[config.mk]
export PLATFORM = sky130hd
export DESIGN_NAME = tdes_cbc_dec
export DESIGN_NICKNAME = d
export VERILOG_FILES = /design/src/rtl/tdes_cbc_dec.sv
export SDC_FILE = /design/constraint.sdc
export NUM_CORES = 1
export LEC_CHECK = 0
export ABC_AREA = 1
export BUFFER_PORTS_ARGS = -buffer_cell sky130_fd_sc_hd__clkbuf_2
export CORE_AREA = 2 2 224 226
export DETAILED_ROUTE_END_ITERATION = 8
export DIE_AREA = 0 0 226 228
export MAX_ROUTING_LAYER = met4
export PLACE_DENSITY = 0.82
export SYNTH_ARGS = -nofsm -noshare
export SYNTH_HDL_FRONTEND = slang
export SYNTH_SLANG_ARGS = --single-unit
[constraint.sdc]
create_clock -name clk -period 3.5 [get_ports clk]
set_input_delay 0.7 -clock clk [delete_from_list [all_inputs] [get_ports clk]]
set_output_delay 0.7 -clock clk [all_outputs]
set_load 0.02 [all_outputs]
[src/rtl/tdes_cbc_dec.sv]
module tdes_cbc_dec (
  input  logic        clk,
  input  logic        rst_n,
  input  logic        iv_load,
  input  logic [63:0] iv_in,
  input  logic [55:0] key_p1,
  input  logic [55:0] key_p2,
  input  logic [55:0] key_p3,
  input  logic        ct_valid,
  output logic        ct_ready,
  input  logic [63:0] ct_in,
  output logic        pt_valid,
  output logic [63:0] pt_out,
  output logic        busy
);

  localparam int P_T [32] = '{16, 7, 20, 21, 29, 12, 28, 17, 1, 15, 23, 26, 5, 18, 31, 10,
                              2, 8, 24, 14, 32, 27, 3, 9, 19, 13, 30, 6, 22, 11, 4, 25};

  localparam int PC1_T [56] = '{57, 49, 41, 33, 25, 17, 9, 1, 58, 50, 42, 34, 26, 18,
                                10, 2, 59, 51, 43, 35, 27, 19, 11, 3, 60, 52, 44, 36,
                                63, 55, 47, 39, 31, 23, 15, 7, 62, 54, 46, 38, 30, 22,
                                14, 6, 61, 53, 45, 37, 29, 21, 13, 5, 28, 20, 12, 4};

  localparam int PC2_T [48] = '{14, 17, 11, 24, 1, 5, 3, 28, 15, 6, 21, 10,
                                23, 19, 12, 4, 26, 8, 16, 7, 27, 20, 13, 2,
                                41, 52, 31, 37, 47, 55, 30, 40, 51, 45, 33, 48,
                                44, 49, 39, 56, 34, 53, 46, 42, 50, 36, 29, 32};

  localparam logic [255:0] SBOX [8] = '{
    256'hE4D12FB83A6C5907_0F74E2D1A6CB9538_41E8D62BFC973A50_FC8249175B3EA06D,
    256'hF18E6B34972DC05A_3D47F28EC01A69B5_0E7BA4D158C6932F_D8A13F42B67C05E9,
    256'hA09E63F51DC7B428_D709346A285ECBF1_D6498F30B12C5AE7_1AD069874FE3B52C,
    256'h7DE3069A1285BC4F_D8B56F03472C1AE9_A690CB7DF13E5284_3F06A1D8945BC72E,
    256'h2C417AB6853FD0E9_EB2C47D150FA3986_421BAD78F9C5630E_B8C71E2D6F09A453,
    256'hC1AF92680D34E75B_AF427C9561DE0B38_9EF528C3704A1DB6_432C95FABE17608D,
    256'h4B2EF08D3C975A61_D0B7491AE35C2F86_14BDC37EAF680592_6BD814A7950FE23C,
    256'hD2846FB1A93E50C7_1FD8A374C56B0E92_7B419CE206ADF358_21E74A8DFC90356B};

  function automatic int ip_src(input int i);
    int r, c;
    r = i / 8;
    c = i % 8;
    return (r < 4) ? (58 + 2*r - 8*c) : (57 + 2*(r-4) - 8*c);
  endfunction

  function automatic logic [63:0] ip_f(input logic [63:0] x);
    logic [63:0] y;
    for (int i = 0; i < 64; i++) y[63-i] = x[64-ip_src(i)];
    return y;
  endfunction

  function automatic logic [63:0] fp_f(input logic [63:0] x);
    logic [63:0] y;
    for (int i = 0; i < 64; i++) y[64-ip_src(i)] = x[63-i];
    return y;
  endfunction

  function automatic logic [31:0] feistel(input logic [31:0] r, input logic [47:0] k);
    logic [47:0] e;
    logic [31:0] s, y;
    logic [5:0]  a;
    for (int j = 0; j < 48; j++) e[47-j] = r[31 - ((4*(j/6) + j%6 + 31) % 32)];
    e = e ^ k;
    for (int n = 0; n < 8; n++) begin
      a = e[47-6*n -: 6];
      s[31-4*n -: 4] = SBOX[n][(63 - {26'd0, a[5], a[0], a[4:1]})*4 +: 4];
    end
    for (int i = 0; i < 32; i++) y[31-i] = s[32-P_T[i]];
    return y;
  endfunction

  function automatic logic [55:0] pc1_f(input logic [55:0] k);
    logic [63:0] w;
    logic [55:0] y;
    for (int b = 0; b < 8; b++) w[63-8*b -: 8] = {k[55-7*b -: 7], 1'b0};
    for (int i = 0; i < 56; i++) y[55-i] = w[64-PC1_T[i]];
    return y;
  endfunction

  function automatic logic [47:0] pc2_f(input logic [55:0] cd);
    logic [47:0] y;
    for (int i = 0; i < 48; i++) y[47-i] = cd[56-PC2_T[i]];
    return y;
  endfunction

  function automatic logic [27:0] rotl(input logic [27:0] x, input logic one);
    return one ? {x[26:0], x[27]} : {x[25:0], x[27:26]};
  endfunction

  function automatic logic [27:0] rotr(input logic [27:0] x, input logic one);
    return one ? {x[0], x[27:1]} : {x[1:0], x[27:2]};
  endfunction

  logic [63:0] hold, cur_ct, prev_ct, st;
  logic        hold_v, run;
  logic [55:0] cd;
  logic [3:0]  rnd;
  logic [1:0]  pass;

  logic        dec, one, last_r;
  logic [55:0] cd_l, cd_r, kcd, next_key;
  logic [63:0] rout, blk_res;

  assign dec      = (pass != 2'd1);
  assign one      = dec ? (rnd == 4'd0 || rnd == 4'd7 || rnd == 4'd14 || rnd == 4'd15)
                        : (rnd == 4'd0 || rnd == 4'd1 || rnd == 4'd8 || rnd == 4'd15);
  assign cd_l     = {rotl(cd[55:28], one), rotl(cd[27:0], one)};
  assign cd_r     = {rotr(cd[55:28], one), rotr(cd[27:0], one)};
  assign kcd      = dec ? cd : cd_l;
  assign rout     = {st[31:0], st[63:32] ^ feistel(st[31:0], pc2_f(kcd))};
  assign blk_res  = fp_f({rout[31:0], rout[63:32]});
  assign last_r   = (rnd == 4'd15);
  assign next_key = (pass == 2'd0) ? key_p2 : key_p3;

  assign ct_ready = !hold_v;
  assign busy     = run | hold_v;

  always_ff @(posedge clk or negedge rst_n) begin
    if (!rst_n) begin
      hold     <= '0;
      hold_v   <= 1'b0;
      cur_ct   <= '0;
      prev_ct  <= '0;
      st       <= '0;
      cd       <= '0;
      rnd      <= '0;
      pass     <= '0;
      run      <= 1'b0;
      pt_valid <= 1'b0;
      pt_out   <= '0;
    end else begin
      pt_valid <= 1'b0;
      if (ct_valid && ct_ready) begin
        hold   <= ct_in;
        hold_v <= 1'b1;
      end
      if (!run && hold_v) begin
        st     <= ip_f(hold);
        cur_ct <= hold;
        cd     <= pc1_f(key_p1);
        rnd    <= '0;
        pass   <= '0;
        run    <= 1'b1;
        hold_v <= 1'b0;
      end else if (run) begin
        rnd <= rnd + 4'd1;
        if (last_r && pass == 2'd2) begin
          run      <= 1'b0;
          pt_valid <= 1'b1;
          pt_out   <= blk_res ^ prev_ct;
          prev_ct  <= cur_ct;
        end else if (last_r) begin
          st   <= ip_f(blk_res);
          cd   <= pc1_f(next_key);
          pass <= pass + 2'd1;
        end else begin
          st <= rout;
          cd <= dec ? cd_r : cd_l;
        end
      end
      if (iv_load) prev_ct <= iv_in;
    end
  end

endmodule

==> results.py <==
metrics = {
    "route": {
        "detail_route.wl_per_cell_um": 22.1,
        "routed-wl-met2_um": 49800,
        "drt_iter0_drc": 3737,
        "dr_wl_met3_um": 11400,
        "antenna_left": 0,
        "via_count": 30000,
        "drt_drc_violations_left": 0,
        "met1Wirelength_um": 43200,
        "highest_layer": "met4",
        "vias_per_cell": 5.99,
        "routed_wl_um": 111000,
        "dr.pass1.iters": 9,
    },
    "clock_tree": {
        "clk_path_buf_depth": 3,
        "h-tree-depth": 2,
        "cts.sinks": 385,
        "cts_inserted_buffers": 44,
        "tritoncts": "done",
        "clk_root_buffer_cell": "clkbuf_16",
        "clkSlewWorstSetupHoldPaths_ns": 0.06,
        "skew_pair_late_insertion_delay_ns": 0.60,
    },
    "die": {
        "die_w_um": 226,
        "die-area_sq_mm": 0.0515,
        "top_level_ports": 367,
        "die_height_um": 228,
        "initial_standard_cell_utilization_of_the_core_pct": 53.4,
        "placement_rows": 82,
        "design.core.area_sq_mm": 0.0493,
    },
    "synth": {
        "dominantRegCellSynth": "dfrtp_1",
        "netlist.top_cell.by_area": "dfrtp_1",
        "synth.yosys.warnings": 0,
        "post_syn_nets": 4211,
        "synthesis.area_per_instance_sq_um": 6.86,
        "mappedNetlistArea_sq_mm": 0.0264,
        "yosys-top-cells-area": "dfrtp_1, nand2_1, nand3_1",
        "synth_xor_area_share_pct": 1.66,
        "post-synth-top-count-cell": "nand2_1",
        "synth-compound-area-share_pct": 9.94,
        "commonest_cells_in_the_netlist": "nand2_1, nand3_1, dfrtp_1, inv_1, nor2_1",
        "ys_seq_elements": 385,
        "synth_fa_ha_area_share_pct": 3.27,
        "synthSimpleGateAreaFrac_pct": 38.5,
        "synth-edff-count": 0,
        "synth.yosys.seq_area_share_pct": 36.5,
        "synth_top_family_by_area": "simple AND/OR/NAND/NOR gates",
        "synthCells": 3842,
        "synth_cell_type_count": 48,
        "synth.area.mux_share_pct": 2.73,
        "yosysTopAreaCellShare_pct": 36.5,
        "synth_async_sr_flop_share_pct": 100,
    },
    "cells_and_area": {
        "area.growth.synth_to_final_pct": 23.0,
        "non_filler_instance_count_after_layout": 5010,
        "nets": 4677,
        "post_route_cells_drive_above_1_share_pct": 21.6,
        "filler_cell_count": 4445,
        "final_core_occ_pct": 65.7,
    },
    "setup_path": {
        "cp_slowest_stage_delay_ns": 0.43,
        "startpoint_class_of_the_critical_path": "flop",
        "worst_r2r_path_depth": 24,
        "reg2reg_from": "rnd[1]$_DFFE_PN0P_",
        "reg2reg_slack_ns": 0.09,
        "worst-setup-path-type": "reg -> reg",
        "arrival_ns": 3.86,
        "critical_path_rt_ns": 3.95,
        "slowest_stage": "dfrtp_1",
        "critPathMostFrequentCell": "nand2_1",
        "critical_path.reg2reg.endpoint": "pt_out[10]$_DFFE_PN0P_",
        "crit_fanout": 9,
        "path_cells": "inv_2 -> ha_2 -> inv_1 -> nand2_1 -> nand3_4 -> nand2_8 -> buf_4 -> nand2_1 -> nand2_1 -> nand2_1 -> nand3_1 -> nand2_4 -> ha_4 -> nand2_1 -> nand2_1 -> nand2_1 -> nand2_1 -> nand2_1 -> nand2_1 -> nand2_1 -> nand2_1 -> nand3_1 -> nand3_1 -> nand2_1",
        "critical_path_capture_point_type": "flop",
    },
    "sta": {
        "unrepaired_setup_endpoints_after_global_routing": "true",
        "layout_worst_path_cycle_share_pct": 97.3,
        "slew_viol_final": 0,
        "finalSetupTns_ns": 0,
        "count_of_final_setup_violators": 0,
        "final-hold-violation-count": 0,
        "timing_worst_slew_pin_value_ns": 1.17,
        "timing.final.ws_setup_ns": 0.0934,
        "timing.slew.headroom_pct": 22.0,
        "finalCriticalPeriod_ns": 3.41,
        "fmax_mhz": 294,
        "finalClockSkew_ns": 0.0342,
    },
    "flow_run": {
        "maxCapViolCount": 0,
    },
    "placement": {
        "post-place-cells": 4928,
        "port_buffers": 366,
        "gp_congestion": 1.05,
        "hpwlAfterDp_um": 82100,
        "pre_cts_slack_ns": 0.0845,
    },
    "hold_path": {
        "hold_removal_path_class": "in -> async",
    },
    "power_and_ir_drop": {
        "total_leakage_power_nw": 16.9,
        "power.total_mw": 25.2,
        "cellPowerDensity_mw_per_mm2": 777,
        "peakVddDrop_mv": 0.499,
    },
    "grt": {
        "grt_pass1_vias": 28700,
        "grt_remaining_overflow": 0,
        "wire_length_of_the_first_global_routing_pass_um": 168000,
        "globalRouteTotalUtil_pct": 44.0,
        "initial_antenna_violation_count": 2,
        "grt_max_degree": 141,
    },
    "status": {
        "status": "finished, final reports clean",
    },
}
==> sequential cells by signal, indices dropped and copies added (netlist names), 2 cells and up <==
name	cells
pt_out	64
pass	2
hold	64
cd	56
st	64
prev_ct	64
cur_ct	64
rnd	4
==> area by class of cell <==
cell class,instances,area (sq um),share of cell area [%]
Timing Repair Buffer,625,4260,13.1
Clock inverter,16,236,0.729
Inverter,255,968,2.99
Sequential cell,385,9640,29.7
Clock buffer,58,1220,3.78
Multi-Input combinational cell,2997,15300,47.1
Tap cell,672,841,2.59
Antenna cell,2,5.00,0.0154
==> cells in the final DEF, fill, tap and decap left out, types with 24 or more instances in the layout <==
master	instances
o21ai_0	169
nand2_2	61
clkbuf_2	365
ha_1	59
nor2_1	182
inv_1	228
dfrtp_1	384
nand3_2	40
mux2_2	64
a31oi_1	24
nand2_1	1279
xnor2_1	32
buf_12	35
buf_4	219
nand3_1	770
clkbuf_16	46
a21oi_1	119
a22oi_1	35
==> report_power, final <==
group	internal [mW]	switching, mW
Clock	2.83	1.99
Combinational	4.96	8.60
Sequential	5.58	1.24
==> what timing repair did <==
action,CTS,global route
setup endpoints to repair,0,96
resized for setup,0,113
buffers inserted,0,5
hold buffers,0,0
==> worst max-delay path by stage <==
stage / startpoint / endpoint / depth (start not counted)
2_1_floorplan: pass[1]$_DFFE_PN0P_ / pt_out[42]$_DFFE_PN0P_ / 24
3_3_place_gp: rnd[0]$_DFFE_PN0P_ / pt_out[18]$_DFFE_PN0P_ / 23
3_5_place_dp: rnd[0]$_DFFE_PN0P_ / pt_out[20]$_DFFE_PN0P_ / 24
4_1_cts: rnd[0]$_DFFE_PN0P_ / pt_out[18]$_DFFE_PN0P_ / 23
5_1_grt: rnd[0]$_DFFE_PN0P_ / pt_out[36]$_DFFE_PN0P_ / 23
6_report: rnd[1]$_DFFE_PN0P_ / pt_out[10]$_DFFE_PN0P_ / 24
==> cell families after synthesis <==
family | Yosys count
and+or+nand+nor | 2380
xor gates and xnor gates | 41
DFF | 385
muxes | 64
AOI/OAI and AO/OA | 443
buffers and inverters | 460
adders and majority gates | 69
==> layer usage <==
| metal | vias to the layer above | track usage, % |
|---|---|---|
| met5 | - | - |
| met4 | 0 | 23.3 |
| met3 | 297 | 7.73 |
| met2 | 1804 | 65.8 |
| met1 | 14200 | 56.8 |
| li1 | 13700 | - |
==> per-stage QoR <==
stage	area, sq um	hold WS (ns)
6_report	32400	0.114
5_1_grt	32400	0.162
4_1_cts	31900	0.132
3_5_place_dp	30400	0.459
3_3_place_gp	30400	0.454
2_1_floorplan	26400	0.404
==> critical path, delay by kind of cell, from the launching register on <==
| family | cells | cell delay [ns] |
|---|---|---|
| AND/OR/NAND/NOR | 19 | 2.01 |
| adder cells (fa/ha/maj) | 2 | 0.49 |
| flip-flops | 1 | 0.43 |
| buffers and inverters | 3 | 0.32 |
No activity file was read; power rests on OpenSTA's default activity.
